[config.mk]
export PLATFORM = sky130hd
export DESIGN_NAME = wdog_regblk
export DESIGN_NICKNAME = d
export VERILOG_FILES = /design/src/rtl/wdog_pkg.sv /design/src/rtl/wdog_regfile.sv /design/src/rtl/wdog_countdown.sv /design/src/rtl/wdog_expiry_out.sv /design/src/rtl/wdog_regblk.sv
export SDC_FILE = /design/constraint.sdc
export NUM_CORES = 1
export LEC_CHECK = 0
export BUFFER_PORTS_ARGS = -buffer_cell sky130_fd_sc_hd__buf_2
export CORE_UTILIZATION = 49
export CTS_CLUSTER_DIAMETER = 40
export DETAILED_ROUTE_END_ITERATION = 8
export GPL_TIMING_DRIVEN = 0
export PLACE_DENSITY = 0.81
export SYNTH_ARGS = -nofsm -noshare
export SYNTH_HDL_FRONTEND = slang
export SYNTH_SLANG_ARGS = --single-unit
[constraint.sdc]
create_clock -name clk -period 4.1 [get_ports clk]
set_clock_uncertainty 0.2 [all_clocks]
set_input_delay 0.82 -clock clk [delete_from_list [all_inputs] [get_ports clk]]
set_output_delay 0.82 -clock clk [all_outputs]
set_load 0.05 [all_outputs]
[src/rtl/wdog_pkg.sv]
package wdog_pkg;
    localparam int DATA_W    = 8;
    localparam int CNT_W     = 5;
    localparam int RATE_W    = 2;
    localparam int NUM_TICKS = 1 << RATE_W;
    localparam int CNT_LSB   = RATE_W;
    localparam int EXP_BIT   = 5;

    // Control byte layout: steering on top, count in the middle, rate code low.
    typedef struct packed {
        logic              steer_rst;
        logic [CNT_W-1:0]  count;
        logic [RATE_W-1:0] rate;
    } wdog_ctrl_t;

    function automatic wdog_ctrl_t to_ctrl(input logic [DATA_W-1:0] b);
        return wdog_ctrl_t'(b);
    endfunction

    function automatic logic [DATA_W-1:0] status_byte(input logic flag);
        logic [DATA_W-1:0] v;
        v = '0;
        v[EXP_BIT] = flag;
        return v;
    endfunction
endpackage

[src/rtl/wdog_regfile.sv]
module wdog_regfile
    import wdog_pkg::*;
#(
    parameter int              ADDR_W    = 8,
    parameter logic [ADDR_W-1:0] CTRL_ADDR = 8'h1B,
    parameter logic [ADDR_W-1:0] STAT_ADDR = 8'h0F
) (
    input  logic              clk,
    input  logic              rst,
    input  logic              wr_en,
    input  logic [ADDR_W-1:0] wr_addr,
    input  logic [DATA_W-1:0] wr_data,
    input  logic [ADDR_W-1:0] rd_addr,
    input  logic              flag_q,
    output logic [DATA_W-1:0] rd_data,
    output logic              wr_ctrl,
    output logic              wr_stat,
    output logic              stat_keep,
    output wdog_ctrl_t        new_ctrl,
    output wdog_ctrl_t        ctrl_q
);
    assign wr_ctrl   = wr_en && (wr_addr == CTRL_ADDR);
    assign wr_stat   = wr_en && (wr_addr == STAT_ADDR);
    assign stat_keep = wr_data[EXP_BIT];
    assign new_ctrl  = to_ctrl(wr_data);

    always_ff @(posedge clk) begin
        if (rst)
            ctrl_q <= '0;
        else if (wr_ctrl)
            ctrl_q <= new_ctrl;
    end

    always_comb begin
        if (rd_addr == CTRL_ADDR)
            rd_data = ctrl_q;
        else if (rd_addr == STAT_ADDR)
            rd_data = status_byte(flag_q);
        else
            rd_data = '0;
    end
endmodule

[src/rtl/wdog_countdown.sv]
module wdog_countdown
    import wdog_pkg::*;
(
    input  logic                 clk,
    input  logic                 rst,
    input  logic                 wr_ctrl,
    input  logic [CNT_W-1:0]     load_cnt,
    input  logic [RATE_W-1:0]    rate,
    input  logic [NUM_TICKS-1:0] tick_stb,
    output logic                 armed,
    output logic [CNT_W-1:0]     cnt_q,
    output logic                 tick_sel,
    output logic                 expire
);
    logic [NUM_TICKS-1:0] hit;

    for (genvar g = 0; g < NUM_TICKS; g++) begin : g_tick
        assign hit[g] = tick_stb[g] && (rate == RATE_W'(g));
    end

    assign tick_sel = |hit;
    assign expire   = armed && tick_sel && !wr_ctrl && (cnt_q == CNT_W'(1));

    always_ff @(posedge clk) begin
        if (rst) begin
            armed <= 1'b0;
            cnt_q <= '0;
        end else if (wr_ctrl) begin
            armed <= |load_cnt;
            cnt_q <= load_cnt;
        end else if (armed && tick_sel) begin
            cnt_q <= cnt_q - CNT_W'(1);
            if (cnt_q == CNT_W'(1))
                armed <= 1'b0;
        end
    end
endmodule

[src/rtl/wdog_expiry_out.sv]
module wdog_expiry_out (
    input  logic clk,
    input  logic rst,
    input  logic expire,
    input  logic tick_sel,
    input  logic steer_rst,
    input  logic wr_stat,
    input  logic stat_keep,
    output logic flag_q,
    output logic irq_o,
    output logic rst_o
);
    logic pulse_q;
    logic steer_q;

    always_ff @(posedge clk) begin
        if (rst) begin
            flag_q <= 1'b0;
        end else if (expire) begin
            flag_q <= 1'b1;
        end else if (wr_stat && !stat_keep) begin
            flag_q <= 1'b0;
        end
    end

    always_ff @(posedge clk) begin
        if (rst) begin
            pulse_q <= 1'b0;
            steer_q <= 1'b0;
        end else if (expire) begin
            pulse_q <= 1'b1;
            steer_q <= steer_rst;
        end else if (tick_sel) begin
            pulse_q <= 1'b0;
        end
    end

    assign irq_o = pulse_q && !steer_q;
    assign rst_o = pulse_q && steer_q;
endmodule

[src/rtl/wdog_regblk.sv]
module wdog_regblk
    import wdog_pkg::*;
#(
    parameter int                ADDR_W    = 8,
    parameter logic [ADDR_W-1:0] CTRL_ADDR = 8'h1B,
    parameter logic [ADDR_W-1:0] STAT_ADDR = 8'h0F
) (
    input  logic                 clk,
    input  logic                 rst,
    input  logic                 wr_en,
    input  logic [ADDR_W-1:0]    wr_addr,
    input  logic [DATA_W-1:0]    wr_data,
    input  logic [ADDR_W-1:0]    rd_addr,
    output logic [DATA_W-1:0]    rd_data,
    input  logic [NUM_TICKS-1:0] tick_stb,
    output logic                 irq_o,
    output logic                 rst_o
);
    logic             wr_ctrl;
    logic             wr_stat;
    logic             stat_keep;
    wdog_ctrl_t       new_ctrl;
    wdog_ctrl_t       ctrl_q;
    logic             armed;
    logic [CNT_W-1:0] cnt_q;
    logic             tick_sel;
    logic             expire;
    logic             flag_q;

    wdog_regfile #(
        .ADDR_W    (ADDR_W),
        .CTRL_ADDR (CTRL_ADDR),
        .STAT_ADDR (STAT_ADDR)
    ) u_regs (
        .clk       (clk),
        .rst       (rst),
        .wr_en     (wr_en),
        .wr_addr   (wr_addr),
        .wr_data   (wr_data),
        .rd_addr   (rd_addr),
        .flag_q    (flag_q),
        .rd_data   (rd_data),
        .wr_ctrl   (wr_ctrl),
        .wr_stat   (wr_stat),
        .stat_keep (stat_keep),
        .new_ctrl  (new_ctrl),
        .ctrl_q    (ctrl_q)
    );

    wdog_countdown u_cnt (
        .clk      (clk),
        .rst      (rst),
        .wr_ctrl  (wr_ctrl),
        .load_cnt (new_ctrl.count),
        .rate     (ctrl_q.rate),
        .tick_stb (tick_stb),
        .armed    (armed),
        .cnt_q    (cnt_q),
        .tick_sel (tick_sel),
        .expire   (expire)
    );

    wdog_expiry_out u_out (
        .clk       (clk),
        .rst       (rst),
        .expire    (expire),
        .tick_sel  (tick_sel),
        .steer_rst (ctrl_q.steer_rst),
        .wr_stat   (wr_stat),
        .stat_keep (stat_keep),
        .flag_q    (flag_q),
        .irq_o     (irq_o),
        .rst_o     (rst_o)
    );
endmodule

# After elaboration in Yosys (flattened, before gate mapping)
# Cells that the tools add are included.
dict set report op_classes {
  mux 11
  n_reduce_logical 23
  n_eq_ne 8
  add_sub_neg 1
}
# operator count
set op_table {}
lappend op_table {{$eq 8x4->1 const B} 2}
lappend op_table {{$eq 8x5->1 const B} 2}
lappend op_table {{$logic_and 1x1->1} 12}
lappend op_table {{$mux 5} 2}
lappend op_table {{$mux 8} 1}
lappend op_table {{$reduce_bool 2->1} 4}
lappend op_table {{$mux 1} 7}
lappend op_table {{$mux 6} 1}
lappend op_table {{$eq 5x1->1 const B} 1}
lappend op_table {{$reduce_or 5->1} 1}
lappend op_table {{$sub 5x1->5 const B} 1}
lappend op_table {{$eq 2x2->1 const B} 2}
lappend op_table {{$reduce_or 4->1} 1}
lappend op_table {{$logic_not 1->1} 3}
lappend op_table {{$eq 2x1->1 const B} 1}
lappend op_table {{$logic_not 2->1} 1}
lappend op_table {{$reduce_and 2->1} 1}
dict set report totals {
  elab_cells 51
  out_inout_bits 10
  input_bits 31
  reg_bits 17
}

# Logic depth before layout (Yosys ltp)
dict set report depth {
  word_depth 7
  ltp_mapped 5
  depth_no_buf 5
}

# Cells and area by module
# From an unflattened synthesis, not the netlist that was laid out.
dict set report hier_totals {
  hier_cells 131
  area_unflattened_um2 1171.1
}
# mod area_each_um2 cells_per_inst instances seq_area_each_um2
set by_module_without_submodules {}
lappend by_module_without_submodules {wdog_regfile 569.3 62 1 160.2}
lappend by_module_without_submodules {wdog_countdown 484.2 56 1 120.1}
lappend by_module_without_submodules {wdog_expiry_out 117.6 13 1 60.1}

# Least setup slack after synthesis
# Ideal clock, no wire load.
dict set report synth_timing {
  kind {input to output}
  start {input port rd_addr[5]}
  end {output port rd_data[5]}
  required_ps 3080
  path_buffers 0
  stages 3
  arrival_ps 2011
  slack_ps 1069
  path_cell_list {nor4b_1 nand3_1 a21oi_1}
}
dict set report synth_between {
  elab_chain_len 3
  elab_cells_between_ends 4
  classes_between {2 x eq/ne; 2 x mux}
}
# element line
set synth_rtl {}
lappend synth_rtl {{start, declared} wdog_regblk.sv:13} ;# input logic [ADDR_W-1:0] rd_addr,
lappend synth_rtl {{$eq 8x4->1} wdog_regfile.sv:37} ;# else if (rd_addr == STAT_ADDR)
lappend synth_rtl {{$mux 6} wdog_regfile.sv:37}
lappend synth_rtl {{$mux 8 *} wdog_regfile.sv:35} ;# if (rd_addr == CTRL_ADDR)
lappend synth_rtl {{end, declared} wdog_regblk.sv:14} ;# output logic [DATA_W-1:0] rd_data,
# Mark *: on every way between the ends. The rest lies on a longest branch, timed or not.

# Worst setup path after layout
dict set report layout_timing {
  start {input port rd_addr[5]}
  end {output port rd_data[0]}
}
dict set report layout_between {
  elab_chain_len 2
}
# element line
set layout_rtl {}
lappend layout_rtl {{$eq 8x5->1} wdog_regfile.sv:35}
lappend layout_rtl {{$mux 8} wdog_regfile.sv:35}
# Every way passes these cells.

==> metrics.cfg <==
[setup_path]
end_kind = primary output
timing.rr.start = u_regs.ctrl_q[0]
timing_worst_setup_path_type = in -> out
crit_arrival_ns = 2.17
reg2reg_depth = 4
cp.required_ns = 3.08
r2r_end = u_cnt.armed
start_kind = input pin
crit_path_top_delay_cell = nor3b_2
endpoint = rd_data[0]
cp-startpoint = rd_addr[5]
crit_chain = buf_2 > nor4b_1 > nand3_1 > nor3b_2 > and2_2 > buf_2
cpMostUsedCell = buf_2
crit_path_max_fanout = 7
slowest_delay_ns = 0.35
rrSetupSlack_ns = 2.24

[run]
max-cap-violations = 0

[route]
drtIter0Drc = 8
postRouteAntennaNets = 0
wl_per_cell_um = 12.0
firstDrtPassIters = 4
drc_errors = 0
vias = 932
finalWirelength_um = 2140
avgViaCountPerCell = 5.24

[sta]
slew_headroom = 0.696
finalSetupTns_ns = 0
setup_viol = 0
hold_viol_final = 0
fmax_mhz = 313
final_max_slew_viol_count = 0
post-route-period-util = 0.779
min_period_ns = 3.19
hold_ws_ns = 0.254
worst_pin_slew_ns = 0.456
rsz0062_at_grt = no

[outcome]
status = finished, final reports clean

[min_path]
hold_class = reg -> reg
hp-start = u_regs.ctrl_q[2]

[global_route]
grt_antenna_before_repair = 0
grt_pass1_wl_um = 3470
track_usage = 0.235
grt_pass1_vias = 885
grt_overflow = 0
grt_max_degree = 11

[cells_and_area]
areaGrowthSynthToFinish_pct = 28.0
stdcell_count = 178
final_common_cell = buf_2
insertedDiodeCount = 0
drive_above_1_share = 0.333
layout_common_cells = buf_2, nand2_1, dfxtp_1
nets = 187

[synth]
synth.area.top_cells = dfxtp_1, a21oi_1, nand2_1
synth-seq-area-share = 0.375
yosysTopAreaCellShare = 0.375
synth_area_um2 = 908
async_flop_share = 0
syn_inst = 110
synth-main-ff-cell = dfxtp_1
yosysWarnings = 0
yosys_register_bits = 17
synth_top_cell_by_area = dfxtp_1
avgSynthCellArea_um2 = 8.26
ys_types = 34
synth-edff-count = 0
syn_nets = 143

[pwr]
p_leak_uw = 0.000492
p_total_uw = 283
pwr-share-comb = 0.095
seq_power_share = 0.585
peakVddDrop_uv = 240
netSwitchingFraction = 0.238
p_clk_frac = 0.321
internal_power_uw = 216
power_density_nw_per_um2 = 244
power_switching_uw = 67.3

[cts]
cts_tree = built
clk_pin_slew_worst_paths_ns = 0.10
cts_resized = 0
ctsHoldBuffers = 0
root_buffer = clkbuf_4
cts_setup_buffers = 0
clock_latency_ns = 0.29
cts.sinks = 17
htree_levels = 1
clock_tree.buffer_depth = 2
cts_buffers = 3

[die]
core.rowCount = 15
dieArea_um2 = 2030
core_um2 = 1730
dieWidth_um = 45.1
ios = 41
initial_core_util = 0.526
die_h_um = 45.1

[placed_design]
portBuffers = 39
hpwl_um = 1720
routabilityCongestion = 0.797
place_inst = 174

## power groups by stage
stage / registers (uW) / clock network [uW] / logic, uW
floorplan: 169 / 0 / 8.48
global placement: 169 / 0 / 25.4
detailed placement: 169 / 0 / 26.5
CTS: 165 / 93.3 / 26.6
global route: 166 / 97.9 / 29.4
finish: 165 / 90.9 / 26.8
## cell usage after synthesis (all sizes together) (2+ instances only)
cell,count
a211oi,4
a21oi,14
and2,8
and3,2
and4b,2
buf,3
clkbuf,2
dfxtp,17
ha,2
inv,2
nand2,18
nand2b,3
nand3,6
nand3b,3
nand4,2
nor2,6
nor2b,2
nor3b,2
nor4b,2
xor2,3
## worst max-delay path: cells and delay by family
kind	cells	cell delay, ns
buffers and inverters	2	0.34
and+or+nand+nor	4	1.01
## layer usage
metal,global-route usage,part of all wire,vias to the layer above
li1,-,-,472
met1,0.263,0.41,435
met2,0.449,0.54,21
met3,0.0240,0.037,4
met4,0.0909,0.014,0
met5,0,0,-
## how the worst min path moves through the flow
stage | end | cells after the start
floorplan | u_regs.ctrl_q[2] | 2
global placement | u_regs.ctrl_q[6] | 2
detailed placement | u_regs.ctrl_q[2] | 2
CTS | u_regs.ctrl_q[2] | 2
global route | u_regs.ctrl_q[4] | 2
finish | u_regs.ctrl_q[2] | 2
## kinds of logic (layout without fill, tap and decap cells)
logic type | Yosys count | in the layout | share of synthesized area
mux | 2 | 2 | 0.0358
simple gates | 58 | 58 | 0.361
fa+ha+maj | 2 | 2 | 0.0275
flops | 17 | 17 | 0.375
buf+inv | 7 | 50 | 0.0358
compound gates | 20 | 20 | 0.127
xor+xnor | 4 | 4 | 0.0386
## sequential cells by signal (all words and copies together), names as in the netlist
name,flops
u_cnt.armed,1
u_out.steer_q,1
u_out.pulse_q,1
u_out.flag_q,1
u_cnt.cnt_q,5
u_regs.ctrl_q,8
## metrics by stage
stage | instance area [um2] | util | worst slack (ns)
final | 1160 | 0.673 | 0.906
after global routing | 1160 | 0.673 | 0.759
after CTS | 1160 | 0.673 | 0.875
after detailed placement | 1130 | 0.657 | 0.882
after global placement | 1130 | 0.657 | 0.892
after floorplan | 908 | - | 1.07
## area by class of cell
type	instances	area [um2]
clock buffers	3	22.5
inverters	2	7.51
fillers	166	564
well taps	25	31.3
plain buffers	5	25.0
flip-flops and latches	17	340
multi-input cells	86	536
clock inverters	1	5.00
repair buffers	39	195
(Power assumes the default switching activity.)
